==> config.mk <==
export PLATFORM = sky130hd
export DESIGN_NAME = ctl_frame_trap
export DESIGN_NICKNAME = d
export VERILOG_FILES = /design/src/rtl/ctl_trap_pkg.sv /design/src/rtl/ctl_trap_regs.sv /design/src/rtl/ctl_trap_match.sv /design/src/rtl/ctl_trap_path.sv /design/src/rtl/ctl_frame_trap.sv
export SDC_FILE = /design/constraint.sdc
export NUM_CORES = 1
export LEC_CHECK = 0
export ABC_AREA = 1
export BUFFER_PORTS_ARGS = -buffer_cell sky130_fd_sc_hd__buf_2
export CAP_MARGIN = 20
export CORE_ASPECT_RATIO = 1.2
export CORE_MARGIN = 10
export CORE_UTILIZATION = 45
export CTS_CLUSTER_SIZE = 12
export DETAILED_ROUTE_END_ITERATION = 10
export PLACE_DENSITY = 0.78
export SLEW_MARGIN = 20
export SYNTH_ARGS = -nofsm -noshare
export SYNTH_HDL_FRONTEND = slang
export SYNTH_SLANG_ARGS = --single-unit
==> constraint.sdc <==
create_clock -name clk -period 2 [get_ports clk]
set_input_delay 0.2 -clock clk [delete_from_list [all_inputs] [get_ports clk]]
set_output_delay 0.2 -clock clk [all_outputs]
set_load 0.005 [all_outputs]
==> src/rtl/ctl_trap_pkg.sv <==
package ctl_trap_pkg;

  localparam int NUM_CLASS  = 8;
  localparam int MODE_W     = 3;
  localparam int HALF_SHIFT = 16;

  typedef enum logic [2:0] {
    CLS_STP  = 3'd0,
    CLS_PAE  = 3'd1,
    CLS_R01  = 3'd2,
    CLS_R02  = 3'd3,
    CLS_R03  = 3'd4,
    CLS_R0E  = 3'd5,
    CLS_UNK  = 3'd6,
    CLS_NONE = 3'd7
  } trapClass_e;

  typedef struct packed {
    logic              bypass;
    logic [MODE_W-1:0] tag;
    logic [MODE_W-1:0] fwd;
  } classCfg_t;

  // strobes from the classifier to the decision datapath
  typedef struct packed {
    logic              hit;
    logic              bypassStp;
    logic [MODE_W-1:0] fwdMode;
    logic [MODE_W-1:0] tagMode;
  } trapCtl_t;

  localparam logic [MODE_W-1:0] FWD_CPU_ONLY = 3'd4;
  localparam logic [MODE_W-1:0] FWD_NO_CPU   = 3'd5;
  localparam logic [MODE_W-1:0] FWD_ADD_CPU  = 3'd6;
  localparam logic [MODE_W-1:0] FWD_DROP     = 3'd7;
  localparam logic [MODE_W-1:0] TAG_UNTAGGED = 3'd0;

  localparam logic [39:0] RSV_PREFIX   = 40'h0180C20000;
  localparam logic [15:0] PAE_ETHTYPE  = 16'h888E;

  localparam int REG_RULE_BASE = 'h24;
  localparam int REG_CPU       = 'h30;
  localparam int REG_UNK       = 'h34;

  function automatic logic [31:0] packPair(classCfg_t lo, classCfg_t hi);
    logic [31:0] w;
    w        = '0;
    w[9]     = lo.bypass;
    w[8:6]   = lo.tag;
    w[2:0]   = lo.fwd;
    w[25]    = hi.bypass;
    w[24:22] = hi.tag;
    w[18:16] = hi.fwd;
    return w;
  endfunction

endpackage

==> src/rtl/ctl_trap_regs.sv <==
module ctl_trap_regs
  import ctl_trap_pkg::*;
#(
  parameter int AddrW    = 8,
  parameter int DataW    = 32,
  parameter int PortIdxW = 3
) (
  input  logic                             clk,
  input  logic                             rstN,
  input  logic                             regWrEn,
  input  logic [AddrW-1:0]                 regAddr,
  input  logic [DataW-1:0]                 regWrData,
  output logic [DataW-1:0]                 regRdData,
  output classCfg_t [NUM_CLASS-1:0]        cfgVec,
  output logic [PortIdxW-1:0]              cpuIdx
);

  localparam int NumPair = NUM_CLASS / 2;

  function automatic logic [AddrW-1:0] pairAddr(int p);
    return (p < NumPair - 1) ? AddrW'(REG_RULE_BASE + 4 * p) : AddrW'(REG_UNK);
  endfunction

  // one rule per class; the class index picks the word and the half
  for (genvar c = 0; c < NUM_CLASS; c++) begin : g_class
    if (c == int'(CLS_NONE)) begin : g_empty
      assign cfgVec[c] = '0;
    end else begin : g_rule
      localparam int Base = (c % 2) * HALF_SHIFT;
      classCfg_t ruleQ;
      always_ff @(posedge clk) begin
        if (!rstN) begin
          ruleQ <= '0;
        end else if (regWrEn && regAddr == pairAddr(c / 2)) begin
          ruleQ <= {regWrData[Base+9], regWrData[Base+8 -: 3], regWrData[Base+2 -: 3]};
        end
      end
      assign cfgVec[c] = ruleQ;
    end
  end

  always_ff @(posedge clk) begin
    if (!rstN) begin
      cpuIdx <= '0;
    end else if (regWrEn && regAddr == AddrW'(REG_CPU)) begin
      cpuIdx <= regWrData[PortIdxW-1:0];
    end
  end

  always_comb begin
    regRdData = '0;
    for (int p = 0; p < NumPair; p++) begin
      if (regAddr == pairAddr(p)) begin
        regRdData = DataW'(packPair(cfgVec[2*p], cfgVec[2*p+1]));
      end
    end
    if (regAddr == AddrW'(REG_CPU)) begin
      regRdData = DataW'(cpuIdx);
    end
  end

  logic unusedWrBits;
  assign unusedWrBits = ^{regWrData[DataW-1:26], regWrData[21:19],
                          regWrData[15:10], regWrData[5:3]};

endmodule

==> src/rtl/ctl_trap_match.sv <==
module ctl_trap_match
  import ctl_trap_pkg::*;
(
  input  logic [47:0]               dstMac,
  input  logic [15:0]               ethType,
  input  classCfg_t [NUM_CLASS-1:0] cfgVec,
  output trapClass_e                matchCls,
  output trapCtl_t                  trapCtl
);

  logic [7:0] lastByte;
  logic       inPrefix;
  logic       unkCode;
  classCfg_t  selCfg;

  assign lastByte = dstMac[7:0];
  assign inPrefix = (dstMac[47:8] == RSV_PREFIX);
  assign unkCode  = (lastByte >= 8'h04 && lastByte <= 8'h0D) ||
                    (lastByte == 8'h0F) || (lastByte >= 8'h22);

  // authentication EtherType first, then the address classes
  always_comb begin
    matchCls = CLS_NONE;
    if (ethType == PAE_ETHTYPE) begin
      matchCls = CLS_PAE;
    end else if (inPrefix) begin
      unique case (lastByte)
        8'h00:   matchCls = CLS_STP;
        8'h01:   matchCls = CLS_R01;
        8'h02:   matchCls = CLS_R02;
        8'h03:   matchCls = CLS_R03;
        8'h0E:   matchCls = CLS_R0E;
        default: matchCls = unkCode ? CLS_UNK : CLS_NONE;
      endcase
    end
  end

  assign selCfg            = cfgVec[matchCls];
  assign trapCtl.hit       = (matchCls != CLS_NONE);
  assign trapCtl.bypassStp = trapCtl.hit && selCfg.bypass;
  assign trapCtl.fwdMode   = trapCtl.hit ? selCfg.fwd : '0;
  assign trapCtl.tagMode   = selCfg.tag;

endmodule

==> src/rtl/ctl_trap_path.sv <==
module ctl_trap_path
  import ctl_trap_pkg::*;
#(
  parameter int NumPorts = 7,
  parameter int PortIdxW = 3
) (
  input  logic                clk,
  input  logic                rstN,
  input  logic                frmValid,
  input  logic                frmTagged,
  input  logic                frmPvidValid,
  input  logic                frmStpDiscard,
  input  logic [NumPorts-1:0] frmLookupMask,
  input  logic [MODE_W-1:0]   frmLookupTag,
  input  logic [PortIdxW-1:0] cpuIdx,
  input  trapCtl_t            trapCtl,
  output logic                outValid,
  output logic [NumPorts-1:0] outMask,
  output logic [MODE_W-1:0]   outTag,
  output logic                outDrop
);

  logic [NumPorts-1:0] cpuBit;
  logic [NumPorts-1:0] nxtMask;
  logic [MODE_W-1:0]   nxtTag;
  logic                nxtDrop;
  logic                modeDrop;

  assign cpuBit = (int'(cpuIdx) < NumPorts) ?
                  ({{(NumPorts-1){1'b0}}, 1'b1} << cpuIdx) : '0;

  always_comb begin
    modeDrop = 1'b0;
    nxtMask  = frmLookupMask;
    nxtTag   = frmLookupTag;
    case (trapCtl.fwdMode)
      FWD_CPU_ONLY: begin
        nxtMask = cpuBit;
        nxtTag  = TAG_UNTAGGED;
      end
      FWD_NO_CPU: begin
        nxtMask = frmLookupMask & ~cpuBit;
        nxtTag  = trapCtl.tagMode;
      end
      FWD_ADD_CPU: begin
        nxtMask = frmLookupMask | cpuBit;
        nxtTag  = trapCtl.tagMode;
      end
      FWD_DROP: modeDrop = 1'b1;
      default: ;
    endcase
    nxtDrop = modeDrop || (frmStpDiscard && !trapCtl.bypassStp) ||
              (!frmTagged && !frmPvidValid);
    if (nxtDrop) begin
      nxtMask = '0;
      nxtTag  = '0;
    end
  end

  always_ff @(posedge clk) begin
    if (!rstN) begin
      outValid <= 1'b0;
      outMask  <= '0;
      outTag   <= '0;
      outDrop  <= 1'b0;
    end else begin
      outValid <= frmValid;
      if (frmValid) begin
        outMask <= nxtMask;
        outTag  <= nxtTag;
        outDrop <= nxtDrop;
      end
    end
  end

endmodule

==> src/rtl/ctl_frame_trap.sv <==
module ctl_frame_trap
  import ctl_trap_pkg::*;
#(
  parameter int NumPorts = 7,
  parameter int AddrW    = 8,
  parameter int DataW    = 32
) (
  input  logic                clk,
  input  logic                rstN,
  input  logic                regWrEn,
  input  logic [AddrW-1:0]    regAddr,
  input  logic [DataW-1:0]    regWrData,
  output logic [DataW-1:0]    regRdData,
  input  logic                frmValid,
  input  logic [47:0]         frmDstMac,
  input  logic [15:0]         frmEthType,
  input  logic                frmTagged,
  input  logic                frmPvidValid,
  input  logic                frmStpDiscard,
  input  logic [NumPorts-1:0] frmLookupMask,
  input  logic [2:0]          frmLookupTag,
  output logic                outValid,
  output logic [NumPorts-1:0] outMask,
  output logic [2:0]          outTag,
  output logic                outDrop
);

  localparam int PortIdxW = $clog2(NumPorts);

  classCfg_t [NUM_CLASS-1:0] cfgVec;
  logic [PortIdxW-1:0]       cpuIdx;
  trapClass_e                matchCls;
  trapCtl_t                  trapCtl;

  ctl_trap_regs #(.AddrW(AddrW), .DataW(DataW), .PortIdxW(PortIdxW)) regs_i (
    .clk       (clk),
    .rstN      (rstN),
    .regWrEn   (regWrEn),
    .regAddr   (regAddr),
    .regWrData (regWrData),
    .regRdData (regRdData),
    .cfgVec    (cfgVec),
    .cpuIdx    (cpuIdx)
  );

  ctl_trap_match match_i (
    .dstMac   (frmDstMac),
    .ethType  (frmEthType),
    .cfgVec   (cfgVec),
    .matchCls (matchCls),
    .trapCtl  (trapCtl)
  );

  ctl_trap_path #(.NumPorts(NumPorts), .PortIdxW(PortIdxW)) path_i (
    .clk           (clk),
    .rstN          (rstN),
    .frmValid      (frmValid),
    .frmTagged     (frmTagged),
    .frmPvidValid  (frmPvidValid),
    .frmStpDiscard (frmStpDiscard),
    .frmLookupMask (frmLookupMask),
    .frmLookupTag  (frmLookupTag),
    .cpuIdx        (cpuIdx),
    .trapCtl       (trapCtl),
    .outValid      (outValid),
    .outMask       (outMask),
    .outTag        (outTag),
    .outDrop       (outDrop)
  );

  logic unusedCls;
  assign unusedCls = ^matchCls;

endmodule

# Yosys cells after proc, flatten, opt, wreduce, memory -nomap -nowiden
# Cells that the tools add are included.
# op_classes
shifts	1
order_cmp	5
bitwise_logic	3
mux	18
n_reduce_logical	18
eq_ne	17
# op_table
op	n
$mux W26	5
$eq A40 B33 Y1 const B	1
$eq A8 B6 Y1 const B	5
$bmux W7 S3	1
$mux W7	3
$pmux W7 S3	1
$eq A16 B16 Y1 const B	1
$eq A8 B2 Y1 const B	2
$eq A8 B4 Y1 const B	2
$pmux W3 S5	1
$eq A3 B3 Y1 const B	4
$mux W3	4
$logic_and A1 B1 Y1	9
$eq A8 B1 Y1 const B	1
$ge A8 B3 Y1 const B	1
$ge A8 B6 Y1 const B	1
$le A8 B4 Y1 const B	1
$logic_not A8 Y1	1
$and A7 B7 Y7	1
$not A7 Y7	1
$or A7 B7 Y7	1
$shl A1 B3 Y7 const A	1
$pmux W3 S2	1
$logic_or A1 B1 Y1	4
other kinds (6)	9
# totals
regBits	64
input_bits	121
wordCells	88

# Logic depth before layout (Yosys ltp)
# Gate-level depths: netlist of the first run.
# depth
ltp_word	16
ltp_mapped	23
depth_no_buf	21

# Cells and area by module
# Synthesis of the first run repeated with hierarchy kept, for this count alone.
# unflattened
hier_cells	792
area_unflattened_um2	4690.7
# modules_own_cells
module	area_per_inst_um2	seq_area_each_um2	instances	cells_each
ctl_trap_regs	2891.5	1041.0	1	430
ctl_trap_match	984.7	0.0	1	214
ctl_trap_path	814.5	240.2	1	148

# Worst setup path after synthesis of the first run
# Ideal clock, no wire load.
# synth_timing
kind	input -> register
from	input port frmDstMac[23]
to	register path_i.outTag[0]
setup_slack_ns	-0.033
arrival_time_ns	1.966
required_ns	1.933
path_stages	17
path_buffers	2
cell_sequence	nor2_1 nand2_1 nor2_2 nand3_1 nor2_4 nand3_4 inv_2 buf_6 nand4_1 nand3_2 nand2_4 o21ai_4 buf_6 nand2_1 nand2_1 nand2_1 a21oi_2
# synth_via
elab_chain_cells	11
elab_cells_between_ends	20
# synth_rtl
item	line_no	rtl
start, declared	ctl_frame_trap.sv:15	input logic [47:0] frmDstMac,
$eq A40 B33 Y1 (*)	ctl_trap_match.sv:17	assign inPrefix = (dstMac[47:8] == RSV_PREFIX);
$mux W3 (*)	ctl_trap_match.sv:26	end else if (inPrefix) begin
$mux W3 (*)	ctl_trap_match.sv:24	if (ethType == PAE_ETHTYPE) begin
branches (longest 7 deep; another with $bmux W7 S3)	n/a	
$mux W3 (*)	ctl_trap_path.sv:54	if (nxtDrop) begin
end signal, assigned	ctl_trap_path.sv:70	outTag <= nxtTag;
end, declared	ctl_trap_path.sv:19	output logic [MODE_W-1:0] outTag,
# Every way passes the cells marked *. The select of a mux whose other input is x is not followed.
# A chain may end at the register's enable or synchronous reset.

# Final worst setup path of the first run
# layout_timing
from	input port frmDstMac[2]
to	register path_i.outMask[5]
# layout_via
elab_chain_cells	16
elab_cells_between_ends	32
# layout_rtl
item	line_no	rtl
$ge A8 B3 Y1 / $le A8 B4 Y1 (equally long branches)	ctl_trap_match.sv:18	assign unkCode = (lastByte >= 8'h04 && lastByte <= 8'h0D) ||
$logic_and A1 B1 Y1	ctl_trap_match.sv:18	
$logic_or A1 B1 Y1	ctl_trap_match.sv:18	
$logic_or A1 B1 Y1	ctl_trap_match.sv:19	(lastByte == 8'h0F) || (lastByte >= 8'h22);
$mux W1	ctl_trap_match.sv:33	default: matchCls = unkCode ? CLS_UNK : CLS_NONE;
$pmux W3 S5 (*)	ctl_trap_match.sv:27	unique case (lastByte)
$mux W3 (*)	ctl_trap_match.sv:26	
$mux W3 (*)	ctl_trap_match.sv:24	
$bmux W7 S3	ctl_trap_match.sv:38	assign selCfg = cfgVec[matchCls];
$mux W7 (implied by the code)	ctl_trap_match.sv:38	
$mux W3 / $logic_and A1 B1 Y1 (equally long branches)	ctl_trap_match.sv:41, ctl_trap_match.sv:40	
$eq A3 B3 Y1 / $logic_not A1 Y1 (equally long branches)	ctl_trap_path.sv:36, ctl_trap_path.sv:52	
$mux W1 / $logic_and A1 B1 Y1 (equally long branches)	ctl_trap_path.sv:36, ctl_trap_path.sv:52	
$logic_or A1 B1 Y1 (2 in series)	ctl_trap_path.sv:52	nxtDrop = modeDrop || (frmStpDiscard && !trapCtl.bypassStp) ||
$mux W7 (*)	ctl_trap_path.sv:54	
end signal, assigned	ctl_trap_path.sv:69	outMask <= nxtMask;
end, declared	ctl_trap_path.sv:18	output logic [NumPorts-1:0] outMask,
# Every way passes the cells marked *; elsewhere a longest branch is shown, timed or not. The select of a mux whose other input is x is not followed.

==> results of run 1 <==
-- repair_timing --
action | CTS | global route
setup buffers | 1 | 3
pin swaps | 5 | 30
gates resized for setup | 6 | 60
gates cloned | 1 | 0
setup endpoints to repair | 10 | 20
-- sequential cells by signal, indices dropped and copies added (netlist names) --
signal,flops
regs_i.cfgVec,49
path_i.outMask,7
path_i.outTag,3
regs_i.cpuIdx,3
path_i.outDrop,1
path_i.outValid,1
-- where the power goes --
group	switching (mW)	internal (mW)	leakage, nW	total (mW)
logic	0.181	0.155	1.90	0.336
clock network	0.549	0.569	0.0920	1.12
registers	0.00555	1.28	0.517	1.29
-- metal layers --
layer  track usage, %  part of all wire (%)  routed length (um)  up-vias
met5                0                     0                   0        -
met4            8.392                   2.9                 407        0
met3            6.327                   9.0                1280       35
met2            32.08                    47                6702      213
met1            23.18                    41                5838     2219
li1                 -                     -                   -     2444
-- Yosys cell counts, drive strengths merged --
cell / instances / share of area (%)
nand2: 137 / 13
inv: 102 / 9.1
nor2: 87 / 8.9
a21oi: 65 / 8.4
dfxtp: 64 / 30
o21ai: 54 / 6.7
nand3: 49 / 6.2
buf: 27 / 4.7
clkbuf: 17 / 1.5
nand4: 16 / 2.4
a211oi: 12 / 2.1
nor3: 10 / 1.3
o221ai: 7 / 1.5
o211ai: 6 / 1.1
a221oi: 4 / 0.83
and2: 3 / 0.56
clkinv: 3 / 0.27
o22ai: 3 / 0.45
conb: 1 / 0.089
nor4: 1 / 0.15
or2: 1 / 0.15
-- worst reg2reg max path, delay by kind of cell, from the launching register on --
family	cells	cell delay [ps]
AOI/OAI and AO/OA	1	120
buffers and inverters	2	290
DFF	1	390
and+or+nand+nor	9	780
-- cells by family after synthesis --
group	after synthesis
AO/OA/AOI/OAI	151
buffers and inverters	149
flip-flops	64
other	1
AND/OR/NAND/NOR	304
-- final cells by class --
cell class / count / share of cell area, %
clock buffer: 10 / 2.280
clock inverter: 6 / 1.073
inverter: 105 / 7.130
multi-input combinational: 474 / 44.95
sequential: 64 / 22.89
tap: 120 / 2.682
timing repair buffer: 166 / 19.00
-- worst max-delay path by stage --
stage / slack (ps) / end / depth (start not counted)
detailed placement: -460 / path_i.outTag[1] / 18
CTS: 10 / path_i.outMask[6] / 20
floorplan: -10 / path_i.outTag[2] / 17
finish: -0.5 / path_i.outMask[5] / 20
global placement: -400 / path_i.outMask[5] / 18
global route: -150 / path_i.outMask[5] / 19
==> metrics, run 1 <==
Ys Warns=0; HP Start=frmValid; TritonCTS clock tree=yes; Core ar.=0.009081 mm2; Worst setup SP type=primary input; fin area=0.005598 mm2; Synth Area in Simple Gates=32.85%; total power=2.744 mW; die width=108.3 um; Critical Path End Type=flip-flop; NumNets Final=941; Multi-input gate area=0.002516 mm2; worst-skew pair later-pin latency=360 ps; Tightest Pin Transition=591.4 ps; r2r startpoint=regs_i.cfgVec[44]; PwrDens=490.2 mW/mm2; adder-cell share of the synthesized area=0%; RSZ-0062 raised after global routing=yes; status=complete, but fails checks; Worst path max stage delay=230 ps; FF-to-FF setup slack=370 ps; Tot GR Track Use=19.74%; Rows=38; Place WS=-458.9 ps; Detailed Place HPWL=10780 um; drt first pass iters=5; cts hold-fix bufs=0; clk sink count=64; PnR worst setup slack=-0.4801 ps; Hold Violations, Final=0; share of cells above drive strength 1=32.24%; Synth Area in XOR/XNOR=0%; failing checks=setup timing; Non-Filler Instances=945; minimum clock period=2000 ps; DIE HEIGHT=125.9 um; first-pass GRT wire length=22270 um; Clock Path Buffers=2; most frequent cells in the layout=nand2_1, buf_2, inv_1; Area after DPL=0.005106 mm2; Post-Syn Instances=669; vias in the first global route=4845; RR Endpoint=path_i.outMask[5]; Hold EP=path_i.outValid; Worst Clk Skew=11.28 ps; Slew Limit Fails=0; largest family of logic cells by synthesized area=simple AND/OR/NAND/NOR gates; Worst Hold Class=in2reg; delay-heaviest family, CP=simple AND/OR/NAND/NOR gates; Vias=4911; vias per cell=5.197; DR iter-0 viols=287; Reg2Reg Depth=12; hold slack=53.61 ps; post-synthesis compound-gate area fraction=21.08%; total wire length=14230 um; Peak supply drop=227.3 uV; initial antenna violation count=0; mux cell area share after synthesis=0%; total grt overflow=0; worst setup path class=in2reg; most used cell, CP=nand2_2; Post-Syn Area=0.004209 mm2; Max-Cap Viols=0; die area=0.01364 mm2; #FFs+latches synth=64; Post-Place Cells=924; cts bufs inserted=9; DR WL/cell=15.06 um; CTS Root Cell=clkbuf_8; Max Clock Freq=499.9 MHz; Core Util, Final=61.64%; worst path buffer plus inverter count=3; area grow syn2layout=33.00%; Starting Density=46.35%; Worst Path Arrival=2290 ps; largest net degree at the start of global routing=29; # H-tree levels=3; Leakage=2.513 nW; setup_tns=-0.4801 ps; Worst Hold Depth=3; syn_area_per_cell=6.292 um2; clk slew on worst S/H paths=70 ps; drt drc=0; period utilization=100.0%; library cells used by synthesis=35; leading cell type in the layout, fill and taps excluded=nand2_1; CP cell instances=buf_2, nor2_4, nand2_1, nand2_2, nand2_2, nand2_2, nand4_1, nand2_2, nand2_1, nand3_1, nand2_1, nand2_2, nand2_4, buf_6, nor2_4, buf_6, nand4_1, nand3_1, nand2_1, a21oi_2; worst path required time=2290 ps; Slew headroom=60.52%; Worst Path Max Fanout=7; # diodes=0; sequential standard cell area=0.001281 mm2; Critical Path Start=frmDstMac[2]; # setup viols final=1; CP max stage cell=nand4_1; Routed Antenna Nets=0; sequential area share after synthesis=30.44%; gpl congestion=0.9827; port buffer count=128; I/O pins=165; Fillers=835
Power figures use the tool's default switching activity.
==> run 2, diff against run 1 <==
--- a/config.mk
+++ b/config.mk
@@ -13,7 +13,7 @@
 export CORE_UTILIZATION = 45
 export CTS_CLUSTER_SIZE = 12
 export DETAILED_ROUTE_END_ITERATION = 10
-export PLACE_DENSITY = 0.78
+export PLACE_DENSITY = 0.75
 export SLEW_MARGIN = 20
 export SYNTH_ARGS = -nofsm -noshare
 export SYNTH_HDL_FRONTEND = slang
==> constraint.sdc (replaced) <==
create_clock -name clk -period 1.95 [get_ports clk]
set_input_delay 0.195 -clock clk [delete_from_list [all_inputs] [get_ports clk]]
set_output_delay 0.195 -clock clk [all_outputs]
set_load 0.005 [all_outputs]
==> metrics, run 2 (same netlist as run 1, synthesis figures left out) <==
combinational share of power=12.0%; leading cell type in the layout, fill and taps excluded=buf_2; Post-Place Cells=938; Hold EP=path_i.outValid; port buffer count=128; Routed Antenna Nets=0; Multi-input gate area=0.002646 mm2; RR Endpoint=path_i.outMask[6]; Place WS=-388.9 ps; Area after DPL=0.005224 mm2; Worst Clk Skew=6.295 ps; number of flip-flops in the largest register=49; Detailed Place HPWL=11010 um; Rows=38; total power=2.714 mW; sequential standard cell area=0.001281 mm2; die width=108.3 um; PnR worst setup slack=2.800 ps; Worst Hold Class=in2reg; period utilization=99.86%; # setup viols final=0; setup_tns=0 ps; Tot GR Track Use=19.93%; Worst Hold Depth=3; worst setup path class=in2reg; vias per cell=5.237; total grt overflow=0; NumNets Final=957; Vias=5033; r2r startpoint=regs_i.cfgVec[44]; area grow syn2layout=37.63%; Worst setup SP type=primary input; Worst Path Arrival=2230 ps; cts hold-fix bufs=0; Core ar.=0.009081 mm2; gpl congestion=0.9844; Clock Path Buffers=2; DR iter-0 viols=418; Slew Limit Fails=0; CTS Root Cell=clkbuf_8; worst-skew pair later-pin latency=360 ps; drt drc=0; HP Start=frmValid; die area=0.01364 mm2; total wire length=14260 um; drt first pass iters=5; Core Util, Final=63.79%; minimum clock period=1947 ps; Switching Fraction=27.87%; Non-Filler Instances=961; FF-to-FF setup slack=340 ps; first-pass GRT wire length=22540 um; Starting Density=46.35%; Max Clock Freq=513.6 MHz; # diodes=0; status=complete, no violations; NetSw=756.3 uW; Slew headroom=61.30%; Max-Cap Viols=0; Critical Path End Type=flip-flop; Fillers=860; clk slew on worst S/H paths=70 ps; clk sink count=64; clock power share=39.2%; Power Internal=1.957 mW; RSZ-0062 raised after global routing=yes; cts bufs inserted=9; Tightest Pin Transition=579.7 ps; Hold Violations, Final=0; Reg2Reg Depth=12; Leakage=2.597 nW; initial antenna violation count=0; share of cells above drive strength 1=36.50%; hold slack=55.86 ps; Peak supply drop=243.8 uV; # H-tree levels=3; worst path required time=2240 ps; DIE HEIGHT=125.9 um; I/O pins=165; vias in the first global route=4964; Worst Path Max Fanout=7; PwrDens=468.4 mW/mm2; most frequent cells in the layout=buf_2, nand2_1, inv_1; largest net degree at the start of global routing=29; Seq pwr share=48.8%; TritonCTS clock tree=yes; fin area=0.005793 mm2; DR WL/cell=14.84 um
[run 2: repair_timing]
| action | CTS | global route |
|---|---|---|
| gates resized for setup | 3 | 79 |
| pin swaps | 0 | 41 |
| endpoints found under the setup margin | 7 | 23 |
| setup buffers | 0 | 5 |
| cloned | 0 | 2 |
[run 2: area by class of cell]
| type | instances | area share (%) |
|---|---|---|
| clock buffers | 10 | 2.376 |
| inverters | 105 | 6.911 |
| repair buffers | 182 | 19.57 |
| clock inverters | 6 | 0.7559 |
| well taps | 120 | 2.592 |
| flip-flops and latches | 64 | 22.12 |
| multi-input cells | 474 | 45.68 |
[run 2: worst max path at each step]
stage               cells past startpoint  slack, ps                end           start
floorplan                              17        -50   path_i.outTag[2]   frmDstMac[13]
global placement                       21       -350  path_i.outMask[2]   frmDstMac[47]
detailed placement                     19       -390  path_i.outMask[2]   frmDstMac[11]
CTS                                    10          3      regRdData[17]      regAddr[1]
global route                           20       -190  path_i.outMask[4]  frmEthType[14]
finish                                 20          3  path_i.outMask[2]  frmEthType[14]
[run 2: worst max-delay path: stages]
cell	delay (ps)
buf_6	90
inv_2	40
nand2_2	40
nor2_2	90
nand3_1	70
nor2_1	90
buf_4	140
clkinvlp_4	210
buf_6	210
nand3_2	70
nand3_2	60
nand2_2	80
nand2_2	60
nand2_4	140
nand2_8	80
nor2_4	210
nand2_1	80
nand3_1	90
nand2_1	70
a21oi_2	100
[run 2: routing by layer]
layer / GRT usage, % / vias to the layer above / wire [um]
li1: - / 2481 / -
met1: 22.65 / 2285 / 5643
met2: 33.21 / 229 / 6834
met3: 5.561 / 38 / 1310
met4: 9.868 / 0 / 469
met5: 0 / - / 0
[run 2: power groups by stage]
stage	Clock, mW	Sequential, mW	Combinational [mW]
global placement	0	1.35	0.297
global route	1.13	1.32	0.364
detailed placement	0	1.35	0.305
floorplan	0	1.35	0.155
CTS	1.07	1.32	0.306
finish	1.06	1.32	0.326
==> run 3, diff against run 2 <==
--- a/config.mk
+++ b/config.mk
@@ -13,8 +13,9 @@
 export CORE_UTILIZATION = 45
 export CTS_CLUSTER_SIZE = 12
 export DETAILED_ROUTE_END_ITERATION = 10
-export PLACE_DENSITY = 0.75
+export PLACE_DENSITY = 0.73
 export SLEW_MARGIN = 20
 export SYNTH_ARGS = -nofsm -noshare
 export SYNTH_HDL_FRONTEND = slang
+export SYNTH_HIERARCHICAL = 1
 export SYNTH_SLANG_ARGS = --single-unit
==> metrics, run 3 <==
Post-Syn Area=0.004687 mm2; first-pass GRT wire length=24050 um; number of flip-flops in the largest register=49; total grt overflow=0; # diodes=0; Slew Limit Fails=0; worst path buffer plus inverter count=3; minimum clock period=2178 ps; Place WS=-547.3 ps; Ys Warns=6; TritonCTS clock tree=yes; Worst path max stage delay=270 ps; CP max stage cell=a21oi_4; Detailed Place HPWL=11220 um; die width=113.2 um; PwrDens=531.9 mW/mm2; most frequent cells in the layout=nand2_1, buf_2, nand3_1; drt first pass iters=7; # H-tree levels=3; Hold Violations, Final=0; DIE HEIGHT=131.8 um; Clock Path Buffers=2; total wire length=15950 um; vias per cell=5.193; Critical Path End Type=flip-flop; Worst Hold Class=in2reg; Worst Path Arrival=2430 ps; Worst setup SP type=primary input; DR iter-0 viols=813; clk slew on worst S/H paths=50 ps; worst-skew pair later-pin latency=330 ps; Worst Path Max Fanout=12; DR WL/cell=14.89 um; # setup viols final=11; clk sink count=64; I/O pins=165; Fillers=986; hold slack=105.5 ps; cts bufs inserted=9; Leakage=2.987 nW; Max-Cap Viols=0; Peak supply drop=478.7 uV; RSZ-0062 raised after global routing=yes; drt drc=0; Routed Antenna Nets=0; Vias=5562; PnR worst setup slack=-227.7 ps; NumNets Final=1063; initial antenna violation count=0; Worst Clk Skew=4.605 ps; largest net degree at the start of global routing=34; Starting Density=46.36%; gpl congestion=0.9044; area grow syn2layout=34.06%; Max Clock Freq=459.2 MHz; worst setup path class=in2reg; delay-heaviest family, CP=simple AND/OR/NAND/NOR gates; failing checks=setup timing; CP cell instances=buf_6, nor2_1, nand2_1, nor2_1, nand3_2, nor2_4, buf_6, buf_12, nand3_1, nand3_1, nand3_1, a21oi_4, nand3_1, and2_4, nand2_1, nand3_1, a21oi_1; most used cell, CP=nand3_1; Core ar.=0.01011 mm2; leading cell type in the layout, fill and taps excluded=nand2_1; share of cells above drive strength 1=30.48%; Post-Syn Instances=791; period utilization=111.7%; syn_area_per_cell=5.925 um2; cts hold-fix bufs=0; sequential standard cell area=0.001281 mm2; Tot GR Track Use=18.99%; CTS Root Cell=clkbuf_16; Rows=40; port buffer count=128; Multi-input gate area=0.003017 mm2; status=complete, but fails checks; worst path required time=2210 ps; vias in the first global route=4960; FF-to-FF setup slack=160 ps; die area=0.01491 mm2
[run 3: worst reg2reg max path, delay by kind of cell, from the launching register on]
| kind | cells | cell delay, ps |
|---|---|---|
| compound gates | 2 | 320 |
| buf+inv | 1 | 90 |
| simple gates | 7 | 860 |
| flops | 1 | 400 |
[run 3: layer usage]
metal	global-route usage, %	routed length (um)	vias up
met3	4.053	1339	35
met2	31.45	7733	275
met4	6.638	346	0
met1	23.49	6526	2458
li1	-	-	2794
met5	0	0	-
[run 3: power by group]
part / leakage (nW) / internal, mW / switching, mW
Sequential: 0.517 / 1.32 / 0.00571
Clock: 0.143 / 1.04 / 0.591
Combinational: 2.33 / 0.160 / 0.223
Total: 2.99 / 2.52 / 0.820
[run 3: through the flow]
stage	utilization (%)	area [um2]	instances	TNS [ps]	power [mW]
global route	62.15	6284	1071	-3656	3.447
CTS	57.70	5833	1055	-1005	3.324
finish	62.15	6284	1071	-2153	3.342
global placement	54.53	5513	1040	-4646	1.698
floorplan	-	4830	815	-1044	1.565
detailed placement	54.53	5513	1040	-5240	1.701
[run 3: worst paths after layout]
path | start | endpoint | depth (start not counted)
setup / recovery | frmDstMac[20] | path_i/outMask[6] | 17
setup reg to reg | regs_i/cfgVec[0] | path_i/outMask[4] | 10
hold / removal | frmValid | path_i/outValid | 3
hold reg to reg | path_i/outMask[3] | path_i/outMask[3] | 2
[run 3: repair_timing]
item,4_1_cts,5_1_grt
cloned,0,5
pin swaps,1,36
endpoints found under the setup margin,10,11
setup buffers,1,11
resized for setup,6,81
[run 3: layout make-up]
cell class / instances / share of cell area (%)
Tap cell: 126 / 2.509
Sequential cell: 64 / 20.39
Clock inverter: 3 / 0.6770
Multi-Input combinational cell: 601 / 48.01
Timing Repair Buffer: 185 / 19.49
Clock buffer: 11 / 4.022
Inverter: 81 / 4.898
